===== config.mk =====
export PLATFORM = sky130hd
export DESIGN_NAME = cache_2way
export DESIGN_NICKNAME = d
export VERILOG_FILES = /design/src/rtl/cache_pkg.sv /design/src/rtl/cache_store.sv /design/src/rtl/cache_repl.sv /design/src/rtl/cache_ctrl.sv /design/src/rtl/cache_2way.sv
export SDC_FILE = /design/constraint.sdc
export NUM_CORES = 1
export LEC_CHECK = 0
export BUFFER_PORTS_ARGS = -buffer_cell sky130_fd_sc_hd__buf_2
export CAP_MARGIN = 20
export CELL_PAD_IN_SITES_DETAIL_PLACEMENT = 2
export CELL_PAD_IN_SITES_GLOBAL_PLACEMENT = 2
export CORE_ASPECT_RATIO = 1.4
export CORE_MARGIN = 5
export CORE_UTILIZATION = 30
export CTS_BUF_LIST = sky130_fd_sc_hd__clkbuf_4 sky130_fd_sc_hd__clkbuf_8 sky130_fd_sc_hd__clkbuf_16
export DETAILED_ROUTE_END_ITERATION = 12
export PLACE_DENSITY_LB_ADDON = 0.1
export SETUP_SLACK_MARGIN = 0.5
export SLEW_MARGIN = 20
export SYNTH_ARGS = -nofsm -noshare
export SYNTH_HDL_FRONTEND = slang
export SYNTH_HIERARCHICAL = 1
export SYNTH_SLANG_ARGS = --single-unit
export TNS_END_PERCENT = 100

===== constraint.sdc =====
create_clock -name clk -period 8.8 [get_ports clk]
set_input_delay 0.44 -clock clk [delete_from_list [all_inputs] [get_ports clk]]
set_output_delay 0.44 -clock clk [all_outputs]
set_load 0.1 [all_outputs]

===== src/rtl/cache_pkg.sv =====
`timescale 1ns/1ps
package cache_pkg;

    typedef enum logic [1:0] {
        REPL_RANDOM = 2'd0,
        REPL_FIFO   = 2'd1,
        REPL_LRU    = 2'd2
    } repl_e;

    typedef enum logic {
        ST_LOOKUP = 1'b0,
        ST_REFILL = 1'b1
    } ctrl_e;

    // Empty way first (way 0 before way 1), otherwise the policy's choice.
    function automatic logic pick_way(logic v0, logic v1, logic pol_way);
        if (!v0)      return 1'b0;
        else if (!v1) return 1'b1;
        else          return pol_way;
    endfunction

endpackage


===== src/rtl/cache_store.sv =====
`timescale 1ns/1ps
module cache_store #(
    parameter int TAG_W  = 6,
    parameter int IDX_W  = 2,
    parameter int LINE_W = 32
) (
    input  logic                   clk,
    input  logic                   rst,
    input  logic [IDX_W-1:0]       rd_idx,
    input  logic                   wr_en,
    input  logic                   wr_way,
    input  logic [IDX_W-1:0]       wr_idx,
    input  logic [TAG_W-1:0]       wr_tag,
    input  logic [LINE_W-1:0]      wr_line,
    output logic [1:0]             rd_valid,
    output logic [1:0][TAG_W-1:0]  rd_tag,
    output logic [1:0][LINE_W-1:0] rd_line
);
    localparam int SETS = 1 << IDX_W;

    for (genvar w = 0; w < 2; w++) begin : g_way
        logic [SETS-1:0]   vld;
        logic [TAG_W-1:0]  tg [SETS];
        logic [LINE_W-1:0] ln [SETS];
        logic              sel;

        assign sel = wr_en && (wr_way == 1'(w));

        always_ff @(posedge clk) begin
            if (rst)      vld         <= '0;
            else if (sel) vld[wr_idx] <= 1'b1;
        end

        always_ff @(posedge clk) begin
            if (sel) begin
                tg[wr_idx] <= wr_tag;
                ln[wr_idx] <= wr_line;
            end
        end

        assign rd_valid[w] = vld[rd_idx];
        assign rd_tag[w]   = tg[rd_idx];
        assign rd_line[w]  = ln[rd_idx];
    end
endmodule


===== src/rtl/cache_repl.sv =====
`timescale 1ns/1ps
module cache_repl
    import cache_pkg::*;
#(
    parameter repl_e POLICY = REPL_LRU,
    parameter int    IDX_W  = 2
) (
    input  logic             clk,
    input  logic             rst,
    input  logic [IDX_W-1:0] sel_idx,
    input  logic             hit_en,
    input  logic             fill_en,
    input  logic [IDX_W-1:0] touch_idx,
    input  logic             touch_way,
    output logic             pol_way
);
    localparam int SETS = 1 << IDX_W;

    if (POLICY == REPL_RANDOM) begin : g_rand
        logic tog;
        logic unused_rand;
        assign unused_rand = ^{sel_idx, hit_en, fill_en, touch_idx, touch_way};
        always_ff @(posedge clk) begin
            if (rst) tog <= 1'b0;
            else     tog <= ~tog;
        end
        assign pol_way = tog;
    end else if (POLICY == REPL_FIFO) begin : g_fifo
        logic [SETS-1:0] ptr;
        logic            unused_fifo;
        assign unused_fifo = hit_en;
        always_ff @(posedge clk) begin
            if (rst)          ptr            <= '0;
            else if (fill_en) ptr[touch_idx] <= ~touch_way;
        end
        assign pol_way = ptr[sel_idx];
    end else begin : g_lru
        logic [SETS-1:0] used0;
        logic [SETS-1:0] used1;
        always_ff @(posedge clk) begin
            if (rst) begin
                used0 <= '0;
                used1 <= '0;
            end else if (hit_en || fill_en) begin
                used0[touch_idx] <= touch_way;
                used1[touch_idx] <= ~touch_way;
            end
        end
        // A set USED bit on way 1 marks it as the victim; otherwise way 0.
        logic unused_lru;
        assign unused_lru = ^used0;
        assign pol_way = used1[sel_idx];
    end
endmodule


===== src/rtl/cache_ctrl.sv =====
`timescale 1ns/1ps
module cache_ctrl
    import cache_pkg::*;
#(
    parameter int TAG_W  = 6,
    parameter int IDX_W  = 2,
    parameter int OFF_W  = 2,
    parameter int WORD_W = 8,
    localparam int ADDR_W = TAG_W + IDX_W + OFF_W,
    localparam int LINE_W = WORD_W << OFF_W
) (
    input  logic                   clk,
    input  logic                   rst,
    input  logic                   req_valid,
    input  logic [ADDR_W-1:0]      req_addr,
    input  logic [1:0]             rd_valid,
    input  logic [1:0][TAG_W-1:0]  rd_tag,
    input  logic [1:0][LINE_W-1:0] rd_line,
    input  logic                   pol_way,
    input  logic                   mem_ack,
    input  logic [LINE_W-1:0]      mem_line,
    output logic [IDX_W-1:0]       lookup_idx,
    output logic                   wr_en,
    output logic                   wr_way,
    output logic [IDX_W-1:0]       wr_idx,
    output logic [TAG_W-1:0]       wr_tag,
    output logic [LINE_W-1:0]      wr_line,
    output logic                   hit_en,
    output logic                   fill_en,
    output logic [IDX_W-1:0]       touch_idx,
    output logic                   touch_way,
    output logic                   rsp_valid,
    output logic                   rsp_hit,
    output logic [WORD_W-1:0]      rsp_data,
    output logic                   busy,
    output logic                   mem_req,
    output logic [ADDR_W-1:0]      mem_addr
);
    function automatic logic [WORD_W-1:0] word_at(logic [LINE_W-1:0] l, logic [OFF_W-1:0] o);
        return l[o*WORD_W +: WORD_W];
    endfunction

    ctrl_e            st;
    logic [TAG_W-1:0] pend_tag;
    logic [IDX_W-1:0] pend_idx;
    logic [OFF_W-1:0] pend_off;
    logic             pend_way;

    logic [TAG_W-1:0] r_tag;
    logic [IDX_W-1:0] r_idx;
    logic [OFF_W-1:0] r_off;
    logic [1:0]       hit_vec;
    logic             accept, hit, miss, fill, hit_way, victim;

    assign r_tag = req_addr[ADDR_W-1 -: TAG_W];
    assign r_idx = req_addr[OFF_W +: IDX_W];
    assign r_off = req_addr[OFF_W-1:0];

    assign lookup_idx = (st == ST_LOOKUP) ? r_idx : pend_idx;

    for (genvar w = 0; w < 2; w++) begin : g_cmp
        assign hit_vec[w] = rd_valid[w] && (rd_tag[w] == r_tag);
    end

    assign accept  = (st == ST_LOOKUP) && req_valid;
    assign hit     = accept && (|hit_vec);
    assign miss    = accept && !(|hit_vec);
    assign hit_way = hit_vec[1];
    assign victim  = pick_way(rd_valid[0], rd_valid[1], pol_way);
    assign fill    = (st == ST_REFILL) && mem_ack;

    assign wr_en     = fill;
    assign wr_way    = pend_way;
    assign wr_idx    = pend_idx;
    assign wr_tag    = pend_tag;
    assign wr_line   = mem_line;
    assign hit_en    = hit;
    assign fill_en   = fill;
    assign touch_idx = fill ? pend_idx : r_idx;
    assign touch_way = fill ? pend_way : hit_way;

    always_ff @(posedge clk) begin
        if (rst) begin
            st        <= ST_LOOKUP;
            pend_tag  <= '0;
            pend_idx  <= '0;
            pend_off  <= '0;
            pend_way  <= 1'b0;
            rsp_valid <= 1'b0;
            rsp_hit   <= 1'b0;
            rsp_data  <= '0;
        end else begin
            rsp_valid <= hit || fill;
            rsp_hit   <= hit;
            if (hit)  rsp_data <= word_at(rd_line[hit_way], r_off);
            if (fill) rsp_data <= word_at(mem_line, pend_off);
            if (miss) begin
                st       <= ST_REFILL;
                pend_tag <= r_tag;
                pend_idx <= r_idx;
                pend_off <= r_off;
                pend_way <= victim;
            end else if (fill) begin
                st <= ST_LOOKUP;
            end
        end
    end

    assign busy     = (st == ST_REFILL);
    assign mem_req  = (st == ST_REFILL);
    assign mem_addr = {pend_tag, pend_idx, {OFF_W{1'b0}}};
endmodule


===== src/rtl/cache_2way.sv =====
`timescale 1ns/1ps
module cache_2way
    import cache_pkg::*;
#(
    parameter int    TAG_W  = 6,
    parameter int    IDX_W  = 2,
    parameter int    OFF_W  = 2,
    parameter int    WORD_W = 8,
    parameter repl_e POLICY = REPL_LRU,
    localparam int   ADDR_W = TAG_W + IDX_W + OFF_W,
    localparam int   LINE_W = WORD_W << OFF_W
) (
    input  logic              clk,
    input  logic              rst,
    input  logic              req_valid,
    input  logic [ADDR_W-1:0] req_addr,
    output logic              rsp_valid,
    output logic              rsp_hit,
    output logic [WORD_W-1:0] rsp_data,
    output logic              busy,
    output logic              mem_req,
    output logic [ADDR_W-1:0] mem_addr,
    input  logic              mem_ack,
    input  logic [LINE_W-1:0] mem_line
);
    logic [IDX_W-1:0]       lookup_idx, wr_idx, touch_idx;
    logic                   wr_en, wr_way, hit_en, fill_en, touch_way, pol_way;
    logic [TAG_W-1:0]       wr_tag;
    logic [LINE_W-1:0]      wr_line;
    logic [1:0]             rd_valid;
    logic [1:0][TAG_W-1:0]  rd_tag;
    logic [1:0][LINE_W-1:0] rd_line;

    cache_store #(.TAG_W(TAG_W), .IDX_W(IDX_W), .LINE_W(LINE_W)) store_i (
        .clk(clk), .rst(rst), .rd_idx(lookup_idx),
        .wr_en(wr_en), .wr_way(wr_way), .wr_idx(wr_idx), .wr_tag(wr_tag), .wr_line(wr_line),
        .rd_valid(rd_valid), .rd_tag(rd_tag), .rd_line(rd_line)
    );

    cache_repl #(.POLICY(POLICY), .IDX_W(IDX_W)) repl_i (
        .clk(clk), .rst(rst), .sel_idx(lookup_idx),
        .hit_en(hit_en), .fill_en(fill_en), .touch_idx(touch_idx), .touch_way(touch_way),
        .pol_way(pol_way)
    );

    cache_ctrl #(.TAG_W(TAG_W), .IDX_W(IDX_W), .OFF_W(OFF_W), .WORD_W(WORD_W)) ctrl_i (
        .clk(clk), .rst(rst), .req_valid(req_valid), .req_addr(req_addr),
        .rd_valid(rd_valid), .rd_tag(rd_tag), .rd_line(rd_line), .pol_way(pol_way),
        .mem_ack(mem_ack), .mem_line(mem_line),
        .lookup_idx(lookup_idx), .wr_en(wr_en), .wr_way(wr_way), .wr_idx(wr_idx),
        .wr_tag(wr_tag), .wr_line(wr_line), .hit_en(hit_en), .fill_en(fill_en),
        .touch_idx(touch_idx), .touch_way(touch_way),
        .rsp_valid(rsp_valid), .rsp_hit(rsp_hit), .rsp_data(rsp_data),
        .busy(busy), .mem_req(mem_req), .mem_addr(mem_addr)
    );
endmodule


=== Word level (Yosys, flattened, before mapping) ===
Memory sizes are Yosys's and may differ from the RTL's.
Index checks and enable logic that the tools add are counted.

* $add $sub $neg: 0
* Multiply operators: 0
* Div/mod/pow operators: 0
* $lt $le $gt $ge: 6
* Equal/unequal tests: 2
* Shifts and indexed selects: 2
* Multiplexer cells: 26
* Bitwise gates (word level): 5
* Reductions and logical operators: 15

{| class="wikitable"
|+ Operators by type and width
! operator !! number
|-
| two-way mux 32 bit || 2
|-
| variable part select 32 x 6 -> 8 bit || 2
|-
| two-way mux 8 bit || 2
|-
| two-way mux 1 bit || 14
|-
| equality test 6 bit || 2
|-
| logical AND 1 bit || 10
|-
| less-than comparator 2 x 3 -> 1 bit, second input constant || 3
|-
| OR 4 bit || 2
|-
| binary-select mux 1 bit (select 2 bit) || 3
|-
| bitwise mux 4 bit || 1
|-
| demux 1 bit (select 2 bit) || 2
|-
| greater-or-equal comparator 2 x 1 -> 1 bit, second input constant || 2
|-
| two-way mux 2 bit || 2
|-
| nonzero test 2 bit || 2
|-
| NOT 1 bit || 3
|-
| less-than comparator 1 x 2 -> 1 bit, second input constant || 1
|-
| OR reduction 2 bit || 1
|-
| zero test 1 bit || 1
|-
| logical OR 1 bit || 1
|}

* Register bits: 34
* Latch bits: 0
* Bits in writable memories: 304
* Bits in read-only memories: 0
* Input bits: 46
* Output and inout bits: 22
* Logic and storage cells: 71
* Memories: 4

{| class="wikitable"
|+ Memories
! memory !! words !! bits a word !! rd ports !! clocked after Yosys merged registers in !! wr ports !! RTL line !! RTL
|-
| store_i.g_way[0].ln || 4 || 32 || 1 || 0 || 1 || cache_store.sv:24 || <nowiki>logic [LINE_W-1:0] ln [SETS];</nowiki>
|-
| store_i.g_way[1].ln || 4 || 32 || 1 || 0 || 1 || cache_store.sv:24 ||
|-
| store_i.g_way[0].tg || 4 || 6 || 1 || 0 || 1 || cache_store.sv:23 || <nowiki>logic [TAG_W-1:0] tg [SETS];</nowiki>
|-
| store_i.g_way[1].tg || 4 || 6 || 1 || 0 || 1 || cache_store.sv:23 ||
|}

=== Depth between registers and ports, before layout ===
Gate-level depths: netlist of run 1.

* Word-level depth: 9
* Gate-level depth with buffers: 14
* Mapped depth without buffers: 10

=== Modules after synthesis ===
Netlist of run 1, hierarchy kept.

{| class="wikitable"
|+ Modules (own cells, without submodules)
! module !! instances !! cells an instance !! area an instance (µm²) !! seq. area each (µm²)
|-
| cache_store || 1 || 442 || 11378.4 || 9288.9
|-
| cache_ctrl || 1 || 258 || 2248.4 || 440.4
|-
| cache_repl || 1 || 19 || 192.7 || 80.1
|}

=== Worst setup path before layout of run 1 ===
No wires, ideal clock.

* Path kind: register -> register
* From: reg ctrl_i.st, in the netlist ctrl_i/busy
* To: mem store_i.g_way[1].ln[3][0], enable pin
* Setup time: 0.433 ns
* Arrival: 3.640 ns
* Slack: 4.727 ns
* Stages on the path, launching flop included: 7
* Period minus slack after synthesis: 4.073 ns
* Path through: dfxtp_1 > nand2_1 > inv_1 > buf_1 > buf_4 > nand2_1 > nor2_1

* Word-level cells in the longest chain between the ends: 4

{| class="wikitable"
|+ RTL lines
! item !! RTL line !! RTL
|-
| start: declaration || cache_ctrl.sv:43 || <nowiki>ctrl_e st;</nowiki>
|-
| start signal: assignment || cache_ctrl.sv:84 || <nowiki>st <= ST_LOOKUP;</nowiki>
|-
| start signal: assignment || cache_ctrl.sv:98 || <nowiki>st <= ST_REFILL;</nowiki>
|-
| start signal: assignment || cache_ctrl.sv:104 || <nowiki>st <= ST_LOOKUP;</nowiki>
|-
| logical AND 1 bit || cache_ctrl.sv:70 || <nowiki>assign fill = (st == ST_REFILL) && mem_ack;</nowiki>
|-
| via fill_en || cache_2way.sv:27 || <nowiki>logic wr_en, wr_way, hit_en, fill_en, touch_way, pol_way;</nowiki>
|-
| logical AND 1 bit || cache_store.sv:27 || <nowiki>assign sel = wr_en && (wr_way == 1'(w));</nowiki>
|-
| two-way mux 1 bit || cache_store.sv:35 || <nowiki>if (sel) begin</nowiki>
|-
| two-way mux 1 bit (not written as such) || cache_store.sv:37 || <nowiki>ln[wr_idx] <= wr_line;</nowiki>
|-
| end: declaration || cache_store.sv:24 ||
|}

The timed path passes the listed nets, and every way through them passes these cells.

==> impl_metrics.ini, run 1 <==
[global_routing]
grtUsageTotal_pct = 14.68
grt_pass1_wl_um = 53990
grt_pass1_vias = 7821
grt_max_degree = 51
antenna_found_initial = 5
grt-ovfl-total = 0

[cts]
postCtsSetupRepairBufs = 0
cts_buffer_depth = 3
cts_resized = 0
cts.sinks = 338
hold_buffers = 0
clk_latency_ns = 0.53
cts_buffers = 37
path_clk_slew_ns = 0.06
h-tree-depth = 2
clockRootBuffer = clkbuf_16
cts_tree = done

[die]
dieWidth_um = 191.4
io_pins = 68
design.die.area_sq_mm = 0.05052
core_area_sq_mm = 0.04585
num_rows = 93
fp.dieH_um = 264.0
start_util_pct = 30.14

[worst_setup_path]
critPathLaunchType = register
path_class = reg -> reg
worstPathRequired_ns = 9.25
crit_path_end_kind = register
crit_arrival_ns = 5.09
crit_path_max_fanout = 50

[yosys]
synthAdderAreaFrac_pct = 0
synth_seq_cells = 338
synthCells = 719
synth-simple-area-share_pct = 2.481
yosysUniqueCellTypes = 46
syn_area_sq_mm = 0.01382
synth_top_cell_area_share_pct = 66.06
synthTopCellsByArea = edfxtp_1, mux4_2, dfxtp_1
synth_top_family_by_area = multiplexers
synth_compound_area_share_pct = 3.594
synth_top_flop_cell = edfxtp_1
synth-xor-area-share_pct = 0.7605
ys_async_sr_fraction_pct = 0
yosysWarnings = 6
synthMuxAreaShare_pct = 17.42
yosysSeqAreaShare_pct = 70.98
yosys.area.top_type = edfxtp_1
synth-edff-count = 304
syn_avg_cell_area_sq_um = 19.22

[route]
wl_um = 36830
drc = 0
first_pass_iters = 4
drt_iter0_drc = 438
wl_per_cell_um = 26.25
num_vias = 6831
ant_nets = 0
viasPerCell = 4.869

[power]
ir_drop_mv = 0.1636
power.total_w = 0.003516
power_density_mw_per_mm2 = 224.9
p_leak_nw = 5.034

[worst_hold_path]
hold_class = in -> reg

[job]
drv_cap = 0

[cells_and_area]
fillerInstances = 4559
finalNonFillerCells = 1403
layout_common_cells = edfxtp_1, mux4_2, buf_2
area_growth_pct = 13.11
final_cell_area_sq_mm = 0.01563
drive_above_1_share_pct = 30.74
final_common_cell = edfxtp_1
nets = 804

[place]
dp.cells = 1336
place.gp.congestion = 0.6755
placed_area_sq_mm = 0.01449
hpwl_um = 21000
portBuffers = 65

[timing]
fin_crit_ns = 4.644
final-hold-violation-count = 0
whs_ns = 0.2045
worstMarginPinSlew_ns = 0.8788
finalSetupTns_ns = 0
relSlewSlack_pct = 41.41
rsz0062_at_grt = no
finClkSkew_ns = 0.01657
maxSlewViolCount = 0
period_share_pct = 52.78
fmax_mhz = 215.3
finalSetupViolations = 0

[outcome]
outcome = finished clean
layout make-up:
type / count / area (sq um) / share of cell area [%]
inverters: 17 / 63.81 / 0.4082
clock buffers: 44 / 1013 / 6.484
flip-flops and latches: 338 / 9809 / 62.76
repair buffers: 82 / 452.9 / 2.898
diodes: 2 / 5.005 / 0.03202
multi-input cells: 282 / 3395 / 21.72
clock inverters: 21 / 120.1 / 0.7684
well taps: 617 / 772.0 / 4.939
synth_stat cells (all sizes together), types with 6 or more instances:
cell and instances:
o21ai 11, clkbuf 16, nand2 18, buf 67, xor2 6, mux2 6
xnor2 6, a21oi 13, nor2 33, inv 17, o21bai 12, edfxtp 304
dfxtp 34, mux4 87, a221o 6, mux2i 38, a221oi 12
flip-flops by register name, indices dropped and copies added (netlist names):
signal	flops
repl_i/g_lru.used1	4
ctrl_i/pend_off	2
ctrl_i/wr_idx	2
ctrl_i/rsp_data	8
ctrl_i/rsp_valid	1
ctrl_i/rsp_hit	1
store_i/g_way.vld	8
store_i/g_way.ln	256
ctrl_i/wr_tag	6
store_i/g_way.tg	48
ctrl_i/busy	1
ctrl_i/wr_way	1
critical path: stages (launching register included):
cell,delay [ns]
dfxtp_1,0.55
mux2_4,0.57
buf_4,0.77
mux4_2,0.42
xnor2_1,0.19
nand4_1,0.18
nor4_4,0.16
buf_4,0.51
o21ai_1,0.14
buf_4,0.22
inv_1,0.13
nor2_1,0.08
or4_1,0.40
a21oi_1,0.13
where the power goes:
part           internal (W)  switching (W)  total, W  leakage, nW
logic              0.000105       0.000164  0.000269         1.44
clock network      0.000847       0.000618   0.00147        0.562
registers           0.00176      0.0000161   0.00178         3.03
per-layer routing:
layer	share of wire (%)	vias to the layer above	track usage, %
met5	0.073	-	0
met4	2.2	4	3.826
met3	4.6	63	2.934
met2	53	163	26.21
met1	40	3666	18.12
li1	-	2935	-
through the flow:
step	worst slack (ns)	utilization [%]
after CTS	4.010	34.08
after global routing	3.736	34.08
after global placement	4.222	31.61
after detailed placement	4.016	31.61
final	4.156	34.09
after floorplan	4.727	-
logic make-up after synthesis:
logic type	count (synthesis)
DFF	338
muxes	131
buffers and inverters	100
and+or+nand+nor	69
AOI/OAI and AO/OA	68
xor gates and xnor gates	12
other	1
path summary, 6_finish.rpt:
| check | endpoint | start | cells past startpoint | slack, ns |
|---|---|---|---|---|
| max reg2reg | repl_i/g_lru.used1[0] | ctrl_i/wr_idx[1] | 13 | 4.16 |
| min | store_i/g_way[1].ln[3][9] | mem_line[9] | 1 | 0.20 |
| min reg2reg | store_i/g_way[1].vld[0] | store_i/g_way[1].vld[0] | 2 | 0.46 |
| max | repl_i/g_lru.used1[0] | ctrl_i/wr_idx[1] | 13 | 4.16 |
Note: power is estimated with default switching activity, not from simulation.
==> run 2, diff against run 1 <==
==> constraint.sdc (replaced) <==
create_clock -name clk -period 4.15 [get_ports clk]
set_input_delay 0.2075 -clock clk [delete_from_list [all_inputs] [get_ports clk]]
set_output_delay 0.2075 -clock clk [all_outputs]
set_load 0.1 [all_outputs]
==> impl_metrics.ini, run 2 (synthesis gave the netlist of run 1 again) <==
[power]
power_density_mw_per_mm2 = 480.0
p_leak_nw = 5.252
ir_drop_mv = 0.2277

[cells_and_area]
layout_common_cells = edfxtp_1, mux4_2, buf_2
nets = 838
drive_above_1_share_pct = 31.50
largest_reg_flops = 256
final_common_cell = edfxtp_1
top_regs = store_i/g_way.ln x256, store_i/g_way.tg x48
regMostFlops = store_i/g_way.ln
area_growth_pct = 16.63

[timing]
worstMarginPinSlew_ns = 1.090
rsz0062_at_grt = no
maxSlewViolCount = 0
finClkSkew_ns = 0.02071
setup_ws_ns = 0.7484
period_share_pct = 81.97
fmax_mhz = 294.0
fin_crit_ns = 3.402
relSlewSlack_pct = 27.34
final-hold-violation-count = 0
finalSetupTns_ns = 0
finalSetupViolations = 0

[die]
fp.dieH_um = 264.0
dieWidth_um = 191.4
design.die.area_sq_mm = 0.05052
core_area_sq_mm = 0.04585
start_util_pct = 30.14
num_rows = 93
io_pins = 68

[route]
first_pass_iters = 4
viasPerCell = 4.868
drt_iter0_drc = 346
drc = 0
wl_per_cell_um = 26.48
num_vias = 6996
ant_nets = 0
wl_um = 38050

[cts]
path_clk_slew_ns = 0.06
cts.sinks = 338
h-tree-depth = 2
clockRootBuffer = clkbuf_16
clk_latency_ns = 0.53
cts_buffer_depth = 3
cts_tree = done
cts_buffers = 38

[place]
dp_slack_ns = 0.5855
place.gp.congestion = 0.6936
hpwl_um = 22400
portBuffers = 65

[worst_setup_path]
worstPathRequired_ns = 4.60
crit_arrival_ns = 3.85
rrSetupSlack_ns = 0.75
crit_path_max_fanout = 24
critPathLaunchType = register
crit_path_end_kind = register
path_class = reg -> reg

[global_routing]
grt_max_degree = 56
grt_pass1_wl_um = 55340
grtUsageTotal_pct = 15.04
antenna_found_initial = 2
grt-ovfl-total = 0
grt_pass1_vias = 8089

[outcome]
outcome = finished clean

[job]
drv_cap = 0

[worst_hold_path]
hold_class = in -> reg
==> run 2: report_power, final <==
group | switching, W | internal [W] | total (W)
combinational | 0.000370 | 0.000246 | 0.000616
sequential | 0.0000340 | 0.00374 | 0.00378
clock | 0.00132 | 0.00203 | 0.00334
total | 0.00172 | 0.00601 | 0.00774
==> run 2: layout make-up <==
class	count	area, sq um
fillers	4535	29730
flip-flops and latches	338	9813
multi-input cells	283	3410
clock buffers	48	1044
repair buffers	114	824.5
well taps	617	772.0
clock inverters	19	188.9
inverters	17	63.81
diodes	1	2.502
==> run 2: final timing paths <==
kind / depth (start not counted) / startpoint / end
setup / recovery: 11 / ctrl_i/busy / repl_i/g_lru.used1[0]
hold / removal: 1 / mem_line[24] / store_i/g_way[0].ln[3][24]
setup reg to reg: 11 / ctrl_i/busy / repl_i/g_lru.used1[0]
hold reg to reg: 2 / store_i/g_way[1].vld[1] / store_i/g_way[1].vld[1]
==> run 2: per-stage QoR <==
stage	instances	hold slack [ns]	utilization (%)	instance area, sq um	power [W]
detailed placement	1342	0.4372	31.85	14600	0.004461
finish	1437	0.01439	35.16	16120	0.007736
global route	1436	0.005399	35.15	16120	0.008059
CTS	1435	0.006347	35.11	16100	0.007887
global placement	1342	0.4314	31.85	14600	0.004444
floorplan	720	0.2766	-	13830	0.004296
==> run 2: layer usage <==
| metal | routed length [um] | vias to the layer above | global-route usage, % | share of wire (%) |
|---|---|---|---|---|
| li1 | - | 3010 | - | - |
| met1 | 15580 | 3803 | 18.49 | 41 |
| met2 | 20380 | 131 | 27.24 | 54 |
| met3 | 1244 | 50 | 2.392 | 3.3 |
| met4 | 831 | 2 | 4.195 | 2.2 |
| met5 | 13 | - | 0 | 0.034 |
==> run 2: what timing repair did <==
action | 4_1_cts | 5_1_grt
setup buffers | 0 | 0
hold buffers | 26 | 0
gates resized for setup | 0 | 1
setup endpoints to repair | 0 | 3
hold endpoints to repair | 146 | 0
==> run 2: worst max-delay path, stage by stage (launching register included) <==
cell	delay [ns]
dfxtp_2	0.49
mux2_8	0.50
mux4_2	0.46
xnor2_1	0.17
nand4_1	0.16
nor4_4	0.30
buf_6	0.31
o21ai_1	0.14
inv_1	0.13
nor2_1	0.07
or4_1	0.42
a21oi_1	0.17
==> run 3, diff against run 2 <==
==> constraint.sdc (replaced) <==
create_clock -name clk -period 2.7 [get_ports clk]
set_input_delay 0.135 -clock clk [delete_from_list [all_inputs] [get_ports clk]]
set_output_delay 0.135 -clock clk [all_outputs]
set_load 0.1 [all_outputs]
==> impl_metrics.ini, run 3 (synthesis gave the netlist of run 1 again) <==
[worst_hold_path]
whs_path_depth = 3
hold_start = req_addr[1]
whs_endpoint = ctrl_i/rsp_data[7]
hold_class = in -> reg

[cells_and_area]
regMostFlops = store_i/g_way.ln
area_growth_pct = 23.26
final_cell_area_sq_mm = 0.01703
top_regs = store_i/g_way.ln x256, store_i/g_way.tg x48
nets = 895
largest_reg_flops = 256
layout_common_cells = edfxtp_1, mux4_2, buf_2
post-route-util_pct = 37.15
drive_above_1_share_pct = 38.63
final_common_cell = edfxtp_1

[worst_setup_path]
cpPeakStageDelay_ns = 0.45
crit_family = multiplexers
crit_path_end_kind = register
crit_arrival_ns = 3.47
crit_path_max_fanout = 8
slowest_stage = mux4_2
crit_top_cell = buf_6
reg2reg_to = ctrl_i/rsp_data[2]
crit_buf_inv = 4
worstPathRequired_ns = 3.14
rr_worst_depth = 11
reg2reg_from = ctrl_i/busy
cp_cell_sequence = mux2_4 > buf_12 > mux4_2 > xor2_2 > nor4_4 > buf_6 > buf_6 > buf_16 > o21ai_2 > a221o_1 > a221oi_1
critPathLaunch = ctrl_i/busy
path_class = reg -> reg
critPathLaunchType = register
rrSetupSlack_ns = -0.33

[die]
core_area_sq_mm = 0.04585
start_util_pct = 30.14
design.die.area_sq_mm = 0.05052
fp.dieH_um = 264.0
num_rows = 93
io_pins = 68
dieWidth_um = 191.4

[timing]
finClkSkew_ns = 0.01980
period_share_pct = 112.2
rsz0062_at_grt = yes
fin_crit_ns = 3.028
worstMarginPinSlew_ns = 0.8715
relSlewSlack_pct = 41.90
finalSetupViolations = 24
final-hold-violation-count = 0
setup_ws_ns = -0.3284
fmax_mhz = 330.2
maxSlewViolCount = 0

[global_routing]
antenna_found_initial = 2
grt_max_degree = 39
grt_pass1_vias = 8166
grt-ovfl-total = 0
grt_pass1_wl_um = 56510
grtUsageTotal_pct = 15.33

[route]
drc = 0
wl_um = 38310
first_pass_iters = 4
drt_iter0_drc = 302
num_vias = 7230
wl_per_cell_um = 25.66
viasPerCell = 4.843
ant_nets = 0

[cts]
cts.sinks = 338
path_clk_slew_ns = 0.06
cts_tree = done
cts_buffer_depth = 3
h-tree-depth = 2
cts_buffers = 38
clockRootBuffer = clkbuf_16
clk_latency_ns = 0.54

[place]
place.gp.congestion = 0.7229
placed_area_sq_mm = 0.01492
portBuffers = 65
hpwl_um = 22400

[outcome]
violations = negative setup slack
outcome = complete, but fails checks

[power]
power_density_mw_per_mm2 = 690.2
ir_drop_mv = 0.5008
p_leak_nw = 5.543
power.total_w = 0.01176

[job]
drv_cap = 0
## run 3: cell count changes in the layout (fill, tap and decap cells not counted), sizes merged
cell,before,now
buf,88,131
bufinv,4,1
clkbuf,48,46
clkinv,14,16
clkinvlp,0,10
dlygate4sd3,26,41
inv,18,10
mux2,7,6
## run 3: worst reg2reg max path, cell delays in order (launching register included)
cell and delay, ns:
dfxtp_4 0.35, mux2_4 0.37, buf_12 0.17, mux4_2 0.45, xor2_2 0.18, nor4_4 0.29, buf_6 0.17, buf_6 0.14
buf_16 0.16, o21ai_2 0.07, a221o_1 0.31, a221oi_1 0.27
## run 3: report_power, final
| group | switching, W | internal (W) | total (W) |
|---|---|---|---|
| clock network | 0.00206 | 0.00282 | 0.00488 |
| registers | 0.0000413 | 0.00575 | 0.00579 |
| logic | 0.000615 | 0.000472 | 0.00109 |
| total | 0.00271 | 0.00904 | 0.0118 |
## run 3: layout make-up
class                      count  area, sq um
fill                        4496        28810
tap                          617        772.0
timing repair buffer         172         1540
inverter                      17        96.34
antenna                        1        2.502
clock inverter                20        131.4
clock buffer                  46         1035
sequential                   338         9821
multi-input combinational    282         3636
## run 3: timing repair
item                                    4_1_cts  5_1_grt
hold endpoints to repair                    265        0
pin swaps                                     4        9
resized for setup                            45       28
endpoints found under the setup margin       64       95
cloned                                        4        0
hold buffers                                 41        0
buffers inserted                              7        4
## run 3: layer usage
metal / wire length (um) / GRT usage, % / vias to the layer above
met5: 13 / 0 / -
met4: 766 / 3.709 / 2
met3: 1424 / 2.723 / 52
met2: 19970 / 27.02 / 135
met1: 16130 / 19.59 / 3915
li1: - / - / 3126
## run 3: how the worst max path moves through the flow
stage                             to  slack [ns]  cells past startpoint
6_report          ctrl_i/rsp_data[2]       -0.33                     11
3_3_place_gp      ctrl_i/rsp_data[4]       -0.32                      9
3_5_place_dp      ctrl_i/rsp_data[0]       -0.48                     10
4_1_cts           ctrl_i/rsp_data[1]       -0.33                     11
5_1_grt           ctrl_i/rsp_data[7]       -0.45                     12
2_1_floorplan  repl_i/g_lru.used1[0]       -0.51                     14
## run 3: stage by stage
step	hold WS (ns)	cells	setup WS, ns	TNS (ns)
after floorplan	0.2041	720	-0.5145	-8.960
final	0.1909	1493	-0.3284	-6.271
after CTS	0.1595	1488	-0.3294	-6.405
after detailed placement	0.4412	1370	-0.4805	-8.106
after global placement	0.4211	1370	-0.3229	-6.525
after global routing	0.1919	1493	-0.4547	-9.298
